--- src/rtl/keyladder_pkg.sv ---
package keyladder_pkg;
  localparam int SMP_W      = 7;
  localparam int IDLE_SPLIT = 13;
  localparam int KEY_BASE   = 29;
  localparam int BAND_STEP  = 16;
  localparam int NUM_KEYS   = 6;
  localparam int INVALID_AT = 127;
  localparam int KEY_W      = $clog2(NUM_KEYS + 1);

  typedef enum logic [3:0] {
    CL_IDLE_LO = 4'd0,
    CL_IDLE_HI = 4'd1,
    CL_K1      = 4'd2,
    CL_K2      = 4'd3,
    CL_K3      = 4'd4,
    CL_K4      = 4'd5,
    CL_K5      = 4'd6,
    CL_K6      = 4'd7,
    CL_BAD     = 4'd8
  } cls_e;

  // Band arithmetic: idle split, then equal-width key bands, top band clipped.
  function automatic cls_e classify(input logic [SMP_W-1:0] s);
    int v;
    int idx;
    v = int'(s);
    if (v < IDLE_SPLIT) return CL_IDLE_LO;
    if (v < KEY_BASE)   return CL_IDLE_HI;
    if (v >= INVALID_AT) return CL_BAD;
    idx = (v - KEY_BASE) / BAND_STEP;
    if (idx > NUM_KEYS - 1) idx = NUM_KEYS - 1;
    return cls_e'(4'(idx + int'(CL_K1)));
  endfunction

  function automatic logic is_idle(input cls_e c);
    return (c == CL_IDLE_LO) || (c == CL_IDLE_HI);
  endfunction

  function automatic logic [KEY_W-1:0] key_of(input cls_e c);
    if (c >= CL_K1 && c <= CL_K6) return KEY_W'(int'(c) - int'(CL_K1) + 1);
    return '0;
  endfunction
endpackage

--- src/rtl/keyladder_scan_timer.sv ---
module keyladder_scan_timer #(
  parameter int SCAN_DIV = 1_000_000
) (
  input  logic clk,
  input  logic rst_n,
  output logic tick
);
  localparam int CW = (SCAN_DIV > 1) ? $clog2(SCAN_DIV) : 1;
  localparam logic [CW-1:0] LAST = CW'(SCAN_DIV - 1);

  logic [CW-1:0] cnt;

  assign tick = (cnt == LAST);

  always_ff @(posedge clk or negedge rst_n) begin
    if (!rst_n)    cnt <= '0;
    else if (tick) cnt <= '0;
    else           cnt <= cnt + 1'b1;
  end
endmodule

--- src/rtl/keyladder_debounce.sv ---
module keyladder_debounce
  import keyladder_pkg::*;
(
  input  logic             clk,
  input  logic             rst_n,
  input  logic             tick,
  input  cls_e             cls_in,
  output logic [KEY_W-1:0] key_code,
  output logic             key_event,
  output logic             opt_fitted,
  output logic             accept
);
  cls_e             prev_cls;
  logic [KEY_W-1:0] cand_key;

  assign cand_key = key_of(cls_in);
  assign accept   = tick && (cls_in == prev_cls) && (cls_in != CL_BAD);

  always_ff @(posedge clk or negedge rst_n) begin
    if (!rst_n) begin
      prev_cls   <= CL_BAD;
      key_code   <= '0;
      key_event  <= 1'b0;
      opt_fitted <= 1'b0;
    end else begin
      key_event <= 1'b0;
      if (tick) prev_cls <= cls_in;
      if (accept) begin
        if (is_idle(cls_in)) begin
          key_code   <= '0;
          opt_fitted <= (cls_in == CL_IDLE_HI);
        end else if (cand_key > key_code) begin
          key_code  <= cand_key;
          key_event <= 1'b1;
        end
      end
    end
  end
endmodule

--- src/rtl/keyladder_decoder.sv ---
module keyladder_decoder
  import keyladder_pkg::*;
#(
  parameter int SCAN_DIV = 1_000_000
) (
  input  logic             clk,
  input  logic             rst_n,
  input  logic [SMP_W-1:0] sample,
  input  logic             sample_valid,
  output logic [KEY_W-1:0] key_code,
  output logic             key_event,
  output logic             svideo_fitted
);
  logic [SMP_W-1:0] held_sample;
  logic             scan_tick;
  cls_e             cls_now;
  logic             accept_now;

  always_ff @(posedge clk or negedge rst_n) begin
    if (!rst_n)            held_sample <= '0;
    else if (sample_valid) held_sample <= sample;
  end

  assign cls_now = classify(held_sample);

  keyladder_scan_timer #(.SCAN_DIV(SCAN_DIV)) u_timer (
    .clk   (clk),
    .rst_n (rst_n),
    .tick  (scan_tick)
  );

  keyladder_debounce u_deb (
    .clk        (clk),
    .rst_n      (rst_n),
    .tick       (scan_tick),
    .cls_in     (cls_now),
    .key_code   (key_code),
    .key_event  (key_event),
    .opt_fitted (svideo_fitted),
    .accept     (accept_now)
  );
endmodule

--- config.mk ---
export PLATFORM = sky130hd
export DESIGN_NAME = keyladder_decoder
export DESIGN_NICKNAME = d
export VERILOG_FILES = /design/src/rtl/keyladder_pkg.sv /design/src/rtl/keyladder_scan_timer.sv /design/src/rtl/keyladder_debounce.sv /design/src/rtl/keyladder_decoder.sv
export SDC_FILE = /design/constraint.sdc
export NUM_CORES = 1
export LEC_CHECK = 0
export ABC_AREA = 1
export BUFFER_PORTS_ARGS = -buffer_cell sky130_fd_sc_hd__buf_2
export CAP_MARGIN = 25
export CORE_UTILIZATION = 25
export DETAILED_ROUTE_END_ITERATION = 6
export HOLD_SLACK_MARGIN = 0.1
export PLACE_DENSITY = 0.43
export SLEW_MARGIN = 20
export SYNTH_ARGS = -nofsm -noshare
export SYNTH_HDL_FRONTEND = slang
export SYNTH_SLANG_ARGS = --single-unit
--- constraint.sdc ---
create_clock -name clk -period 5 [get_ports clk]
set_input_delay 1 -clock clk [delete_from_list [all_inputs] [get_ports clk]]
set_output_delay 1 -clock clk [all_outputs]
set_load 0.05 [all_outputs]
==> results.py, run 1 <==
metrics = {
    "run_status": {
        "outcome": "completed",
    },
    "hold_path": {
        "hold_path_class": "flip-flop to flip-flop",
        "hp-start": "u_timer.cnt[0]",
        "min_to": "u_timer.cnt[0]",
        "hold_depth": 1,
    },
    "sta": {
        "relSlewSlack_pct": 44.6,
        "fin_crit_sh_pct": 88.1,
        "fmax_ghz": 0.227,
        "min_period_ps": 4410,
        "fin_worst_skew_ps": 7.07,
        "worst_pin_slew_ps": 830,
        "report.final.slew_viol_count": 0,
        "holdWs_ps": 467,
        "hold_viol": 0,
        "rsz0062_at_grt": "false",
        "setup_viol": 0,
        "tns_ps": 0,
    },
    "job": {
        "cap_violations": 0,
    },
    "layout": {
        "diodes": 0,
        "final_common_cell": "inv_1",
        "layout.nets": 371,
        "area_growth_pct": 13.7,
        "layout_common_cells": "67 x inv_1, 59 x nand2_1, 38 x nor2_1",
        "finish.instance_area_um2": 2770,
        "layout-drive-gt1-share_pct": 15.1,
    },
    "critical_path": {
        "cp_max_fo": 7,
        "end_kind": "flip-flop",
        "cp_common_cell": "nand2_1",
        "r2r_start": "held_sample[0]",
        "reg2reg_slack_ps": 590,
        "critical-path-max-stage-delay_ps": 400,
        "worstReg2RegEnd": "u_deb.key_code[0]",
        "cp-start-kind": "flip-flop",
        "r2r_cells": 31,
        "worstPathArrival_ps": 4590,
        "cpMaxStageDelayCell": "dfrtp_1",
        "critical_path_class": "flip-flop to flip-flop",
        "required_ps": 5180,
    },
    "power_and_ir_drop": {
        "power.total_uw": 709,
        "p_switching_uw": 234,
        "comb_power_share_pct": 27.4,
        "leakagePower_nw": 1.41,
        "clock_power_share_pct": 30.2,
        "intPower_uw": 475,
        "switching_share_pct": 33.0,
        "peakVddDrop_uv": 91.8,
        "p_per_area_nw_per_um2": 256,
        "p_seq_share_pct": 42.4,
    },
    "die": {
        "initial_utilization_pct": 26.1,
        "dieArea_um2": 10100,
        "dieHeight_um": 101,
        "core_area_um2": 9330,
        "rows": 35,
        "pin_count": 15,
        "fp.dieW_um": 101,
    },
    "clock_network": {
        "numCtsBuffers": 5,
        "cts_tree": "done",
        "htreeDepth": 2,
        "cts_buffer_depth": 2,
        "cts_sinks": 36,
        "cts_hold_buf": 0,
        "clk_pin_slew_ps": 70,
        "root_buffer": "clkbuf_8",
        "clkLatencyLatePin_ps": 290,
    },
    "place": {
        "gp_congestion": 0.754,
        "dp_hpwl_mm": 3.81,
        "io_buffer_count": 14,
        "place_area_um2": 2660,
    },
    "global_routing": {
        "grt_pass1_wl_mm": 8.91,
        "grt_usage_pct": 11.1,
        "first_global_vias": 2032,
        "overflow": 0,
        "grt_start_max_net_pins": 37,
        "antenna_found_initial": 0,
    },
    "drt": {
        "drtPass1Iterations": 4,
        "wl_mm": 4.89,
        "via_count": 2016,
        "wl_per_cell_um": 10.3,
        "routed_via_density": 4.25,
        "drc": 0,
        "antenna_left": 0,
        "drt_iter0_drc": 56,
    },
    "synthesis": {
        "synthArstFlopShare_pct": 100,
        "yosys_register_bits": 36,
        "synthDistinctLibCells": 35,
        "synth_ff_type": "dfrtp_1",
        "syn_area_um2": 2430,
        "synth_seq_area_share_pct": 37.1,
        "synth-edff-count": 0,
        "avgSynthCellArea_um2": 7.51,
        "syn_inst": 324,
        "yosysWarnings": 0,
        "synth_fp_nets": 351,
    },
}
## critical path, delay by kind of cell, from the launching register on
kind	cells	cell delay, ps
adder cells (fa/ha/maj)	5	1230
AO/OA/AOI/OAI	3	450
flip-flops	1	400
AND/OR/NAND/NOR	18	1840
buffers and inverters	5	380
## power groups by stage
stage	clock network, mW	registers (mW)	logic [mW]
3_5_place_dp	0	0.306	0.194
4_1_cts	0.225	0.300	0.195
5_1_grt	0.236	0.302	0.231
2_1_floorplan	0	0.305	0.150
6_report	0.214	0.301	0.194
3_3_place_gp	0	0.306	0.190
## area by class of cell
cell class / count / area [µm²]
multi-input cells: 215 / 1270
fillers: 1036 / 6560
inverters: 72 / 270
well taps: 129 / 161
repair buffers: 14 / 70.1
clock buffers: 8 / 90.1
flip-flops and latches: 36 / 902
## per-stage QoR
stage,std cells,utilization [%],setup slack [ps]
3_5_place_dp,466,28.5,286
6_report,474,29.7,594
4_1_cts,474,29.5,272
3_3_place_gp,466,28.5,419
5_1_grt,474,29.7,31.7
2_1_floorplan,324,-,798
## routing by layer
| metal | vias to the layer above | track usage [%] | routed length (µm) |
|---|---|---|---|
| li1 | 1068 | - | - |
| met5 | - | 0 | 0 |
| met2 | 19 | 18.6 | 2310 |
| met4 | 0 | 4.46 | 84 |
| met3 | 8 | 2.15 | 117 |
| met1 | 921 | 14.0 | 2370 |
## cells by family after synthesis
kind of cell             Yosys count  synth area share, %
AND/OR/NAND/NOR                  159                 32.1
AO/OA/AOI/OAI                     33                 8.48
XOR/XNOR                           4                 1.44
flip-flops                        36                 37.1
buffers and inverters             73                 11.3
adder cells (fa/ha/maj)           17                 8.74
multiplexers                       2                0.925
## synth_stat cells (all sizes together) (2+ instances only)
cell,count,area [µm²]
inv,71,267
nand3,25,170
ha,17,213
nor4,3,18.8
nand2,65,269
dfrtp,35,876
nor3,8,45.0
nor2,43,174
nand4,12,81.3
o21ai,17,115
a21oi,12,60.1
xor2,3,26.3
mux2,2,22.5
## how the worst max path moves through the flow
stage	cells after the start	end	from
floorplan	30	u_deb.key_code[0]	held_sample[5]
global placement	30	u_deb.key_code[2]	held_sample[5]
detailed placement	29	u_deb.key_code[0]	held_sample[5]
CTS	29	u_deb.key_code[0]	held_sample[5]
global route	33	u_deb.key_code[0]	held_sample[0]
finish	31	u_deb.key_code[0]	held_sample[0]
## flip-flops by register name (all words and copies together), names as in the netlist
register / cells
u_deb.prev_cls: 4
u_deb.opt_fitted: 1
u_timer.cnt: 20
held_sample: 7
u_deb.key_event: 1
u_deb.key_code: 3
## what timing repair did
| item | in CTS | in global routing |
|---|---|---|
| gates resized for setup | 0 | 4 |
| buffers inserted | 0 | 0 |
| setup endpoints to repair | 0 | 4 |
Power figures use the tool's default switching activity.
==> run 2, diff against run 1 <==
--- a/config.mk
+++ b/config.mk
@@ -8,11 +8,10 @@
 export ABC_AREA = 1
 export BUFFER_PORTS_ARGS = -buffer_cell sky130_fd_sc_hd__buf_2
 export CAP_MARGIN = 25
-export CORE_UTILIZATION = 25
+export CORE_UTILIZATION = 42
 export DETAILED_ROUTE_END_ITERATION = 6
 export HOLD_SLACK_MARGIN = 0.1
-export PLACE_DENSITY = 0.43
-export SLEW_MARGIN = 20
+export PLACE_DENSITY = 0.62
 export SYNTH_ARGS = -nofsm -noshare
 export SYNTH_HDL_FRONTEND = slang
 export SYNTH_SLANG_ARGS = --single-unit
==> results.py, run 2 (synthesized netlist as in run 1, its figures left out) <==
metrics = {
    "critical_path": {
        "critical_path_class": "flip-flop to flip-flop",
        "startpoint": "held_sample[0]",
        "r2r_start": "held_sample[0]",
        "cp_max_fo": 6,
        "r2r_cells": 33,
        "cpMaxStageDelayCell": "dfrtp_1",
        "cp_common_cell": "nand2_1",
        "worstReg2RegEnd": "u_deb.key_code[2]",
        "cp-start-kind": "flip-flop",
        "end_kind": "flip-flop",
        "critical-path-max-stage-delay_ps": 390,
        "worstPathArrival_ps": 4520,
        "reg2reg_slack_ps": 660,
        "required_ps": 5180,
    },
    "sta": {
        "report.final.slew_viol_count": 0,
        "setup_ws_ps": 662,
        "worst_pin_slew_ps": 788,
        "tns_ps": 0,
        "rsz0062_at_grt": "false",
        "relSlewSlack_pct": 47.5,
        "fin_worst_skew_ps": 4.02,
        "min_period_ps": 4340,
        "fin_crit_sh_pct": 86.8,
        "fmax_ghz": 0.231,
        "setup_viol": 0,
        "hold_viol": 0,
    },
    "place": {
        "dp_hpwl_mm": 3.42,
        "place_area_um2": 2590,
        "gp_congestion": 0.809,
        "dp_slack_ps": 382,
        "io_buffer_count": 14,
    },
    "clock_network": {
        "htreeDepth": 2,
        "cts_tree": "done",
        "cts_buffer_depth": 2,
        "numCtsBuffers": 5,
        "cts_hold_buf": 0,
        "root_buffer": "clkbuf_8",
        "cts_sinks": 36,
        "clkLatencyLatePin_ps": 280,
        "clk_pin_slew_ps": 70,
    },
    "global_routing": {
        "overflow": 0,
        "antenna_found_initial": 0,
        "grt_start_max_net_pins": 37,
        "first_global_vias": 1875,
        "grt_usage_pct": 17.1,
        "grt_pass1_wl_mm": 8.22,
    },
    "power_and_ir_drop": {
        "p_per_area_nw_per_um2": 264,
        "leakagePower_nw": 1.42,
        "peakVddDrop_uv": 128,
    },
    "die": {
        "core_area_um2": 5540,
        "pin_count": 15,
        "rows": 27,
        "initial_utilization_pct": 43.9,
        "dieHeight_um": 78.1,
        "fp.dieW_um": 78.1,
        "dieArea_um2": 6100,
    },
    "hold_path": {
        "hp-start": "u_timer.cnt[0]",
        "hold_path_class": "flip-flop to flip-flop",
        "hold_depth": 1,
        "min_to": "u_timer.cnt[0]",
    },
    "drt": {
        "drtPass1Iterations": 4,
        "wl_mm": 4.44,
        "wl_per_cell_um": 10.6,
        "antenna_left": 0,
        "routed_via_density": 4.82,
        "via_count": 2009,
        "drt_iter0_drc": 62,
        "drc": 0,
    },
    "layout": {
        "finish.instance_area_um2": 2710,
        "layout-drive-gt1-share_pct": 15.9,
        "diodes": 0,
        "regMostFlops": "u_timer.cnt",
        "largest_registers": "u_timer.cnt (20), held_sample (7), u_deb.prev_cls (4)",
        "largest_reg_flops": 20,
        "layout.nets": 371,
        "final_common_cell": "inv_1",
        "area_growth_pct": 11.4,
        "layout_common_cells": "67 x inv_1, 58 x nand2_1, 38 x nor2_1",
    },
    "run_status": {
        "outcome": "completed",
    },
    "job": {
        "cap_violations": 0,
    },
}
## run 2: cell counts in the layout (fill, tap and decap cells not counted)
Identical to the previous run, type by type.
## run 2: worst max path at each step
stage | endpoint | slack, ps | cells after the start
after floorplan | u_deb.key_code[0] | 800 | 30
after global placement | u_deb.key_code[2] | 530 | 29
after detailed placement | u_deb.key_code[2] | 380 | 30
after CTS | u_deb.key_code[2] | 360 | 30
after global routing | u_deb.key_code[1] | 60 | 33
final | u_deb.key_code[2] | 660 | 33
## run 2: repair_timing
item / in CTS / in global routing
setup buffers: 0 / 0
resized for setup: 0 / 6
endpoints found under the setup margin: 0 / 4
## run 2: per-layer routing
layer / track usage, % / wire length, µm / up-vias
li1: - / - / 1067
met1: 21.4 / 2170 / 920
met2: 28.7 / 2130 / 18
met3: 3.49 / 94 / 4
met4: 6.85 / 49 / 0
met5: 0 / 0 / -
## run 2: final cells by class
| class | instances | area [µm²] |
|---|---|---|
| clock buffer | 8 | 100 |
| fill | 562 | 2830 |
| inverter | 72 | 270 |
| multi-input combinational | 215 | 1280 |
| sequential | 36 | 902 |
| tap | 72 | 90.1 |
| timing repair buffer | 14 | 70.1 |
## run 2: per-stage QoR
stage	total power, mW	util (%)	hold WS (ps)	cells
after global routing	0.780	48.9	507	417
final	0.717	48.9	475	417
after detailed placement	0.494	46.7	458	409
after floorplan	0.455	-	433	324
after global placement	0.493	46.7	454	409
after CTS	0.723	48.6	476	417
## run 2: worst max-delay path, delay by kind of cell, from the launching register on
| family | cells | cell delay [ps] |
|---|---|---|
| buffers and inverters | 4 | 270 |
| flip-flops | 1 | 390 |
| adder cells (fa/ha/maj) | 5 | 1050 |
| AO/OA/AOI/OAI | 3 | 460 |
| AND/OR/NAND/NOR | 21 | 2060 |
## run 2: power breakdown
group / leakage, nW / switching [mW] / internal [mW] / total (mW)
clock: 0.0515 / 0.0976 / 0.126 / 0.223
combinational: 0.895 / 0.126 / 0.0668 / 0.193
sequential: 0.471 / 0.00433 / 0.296 / 0.301
total: 1.42 / 0.228 / 0.489 / 0.717
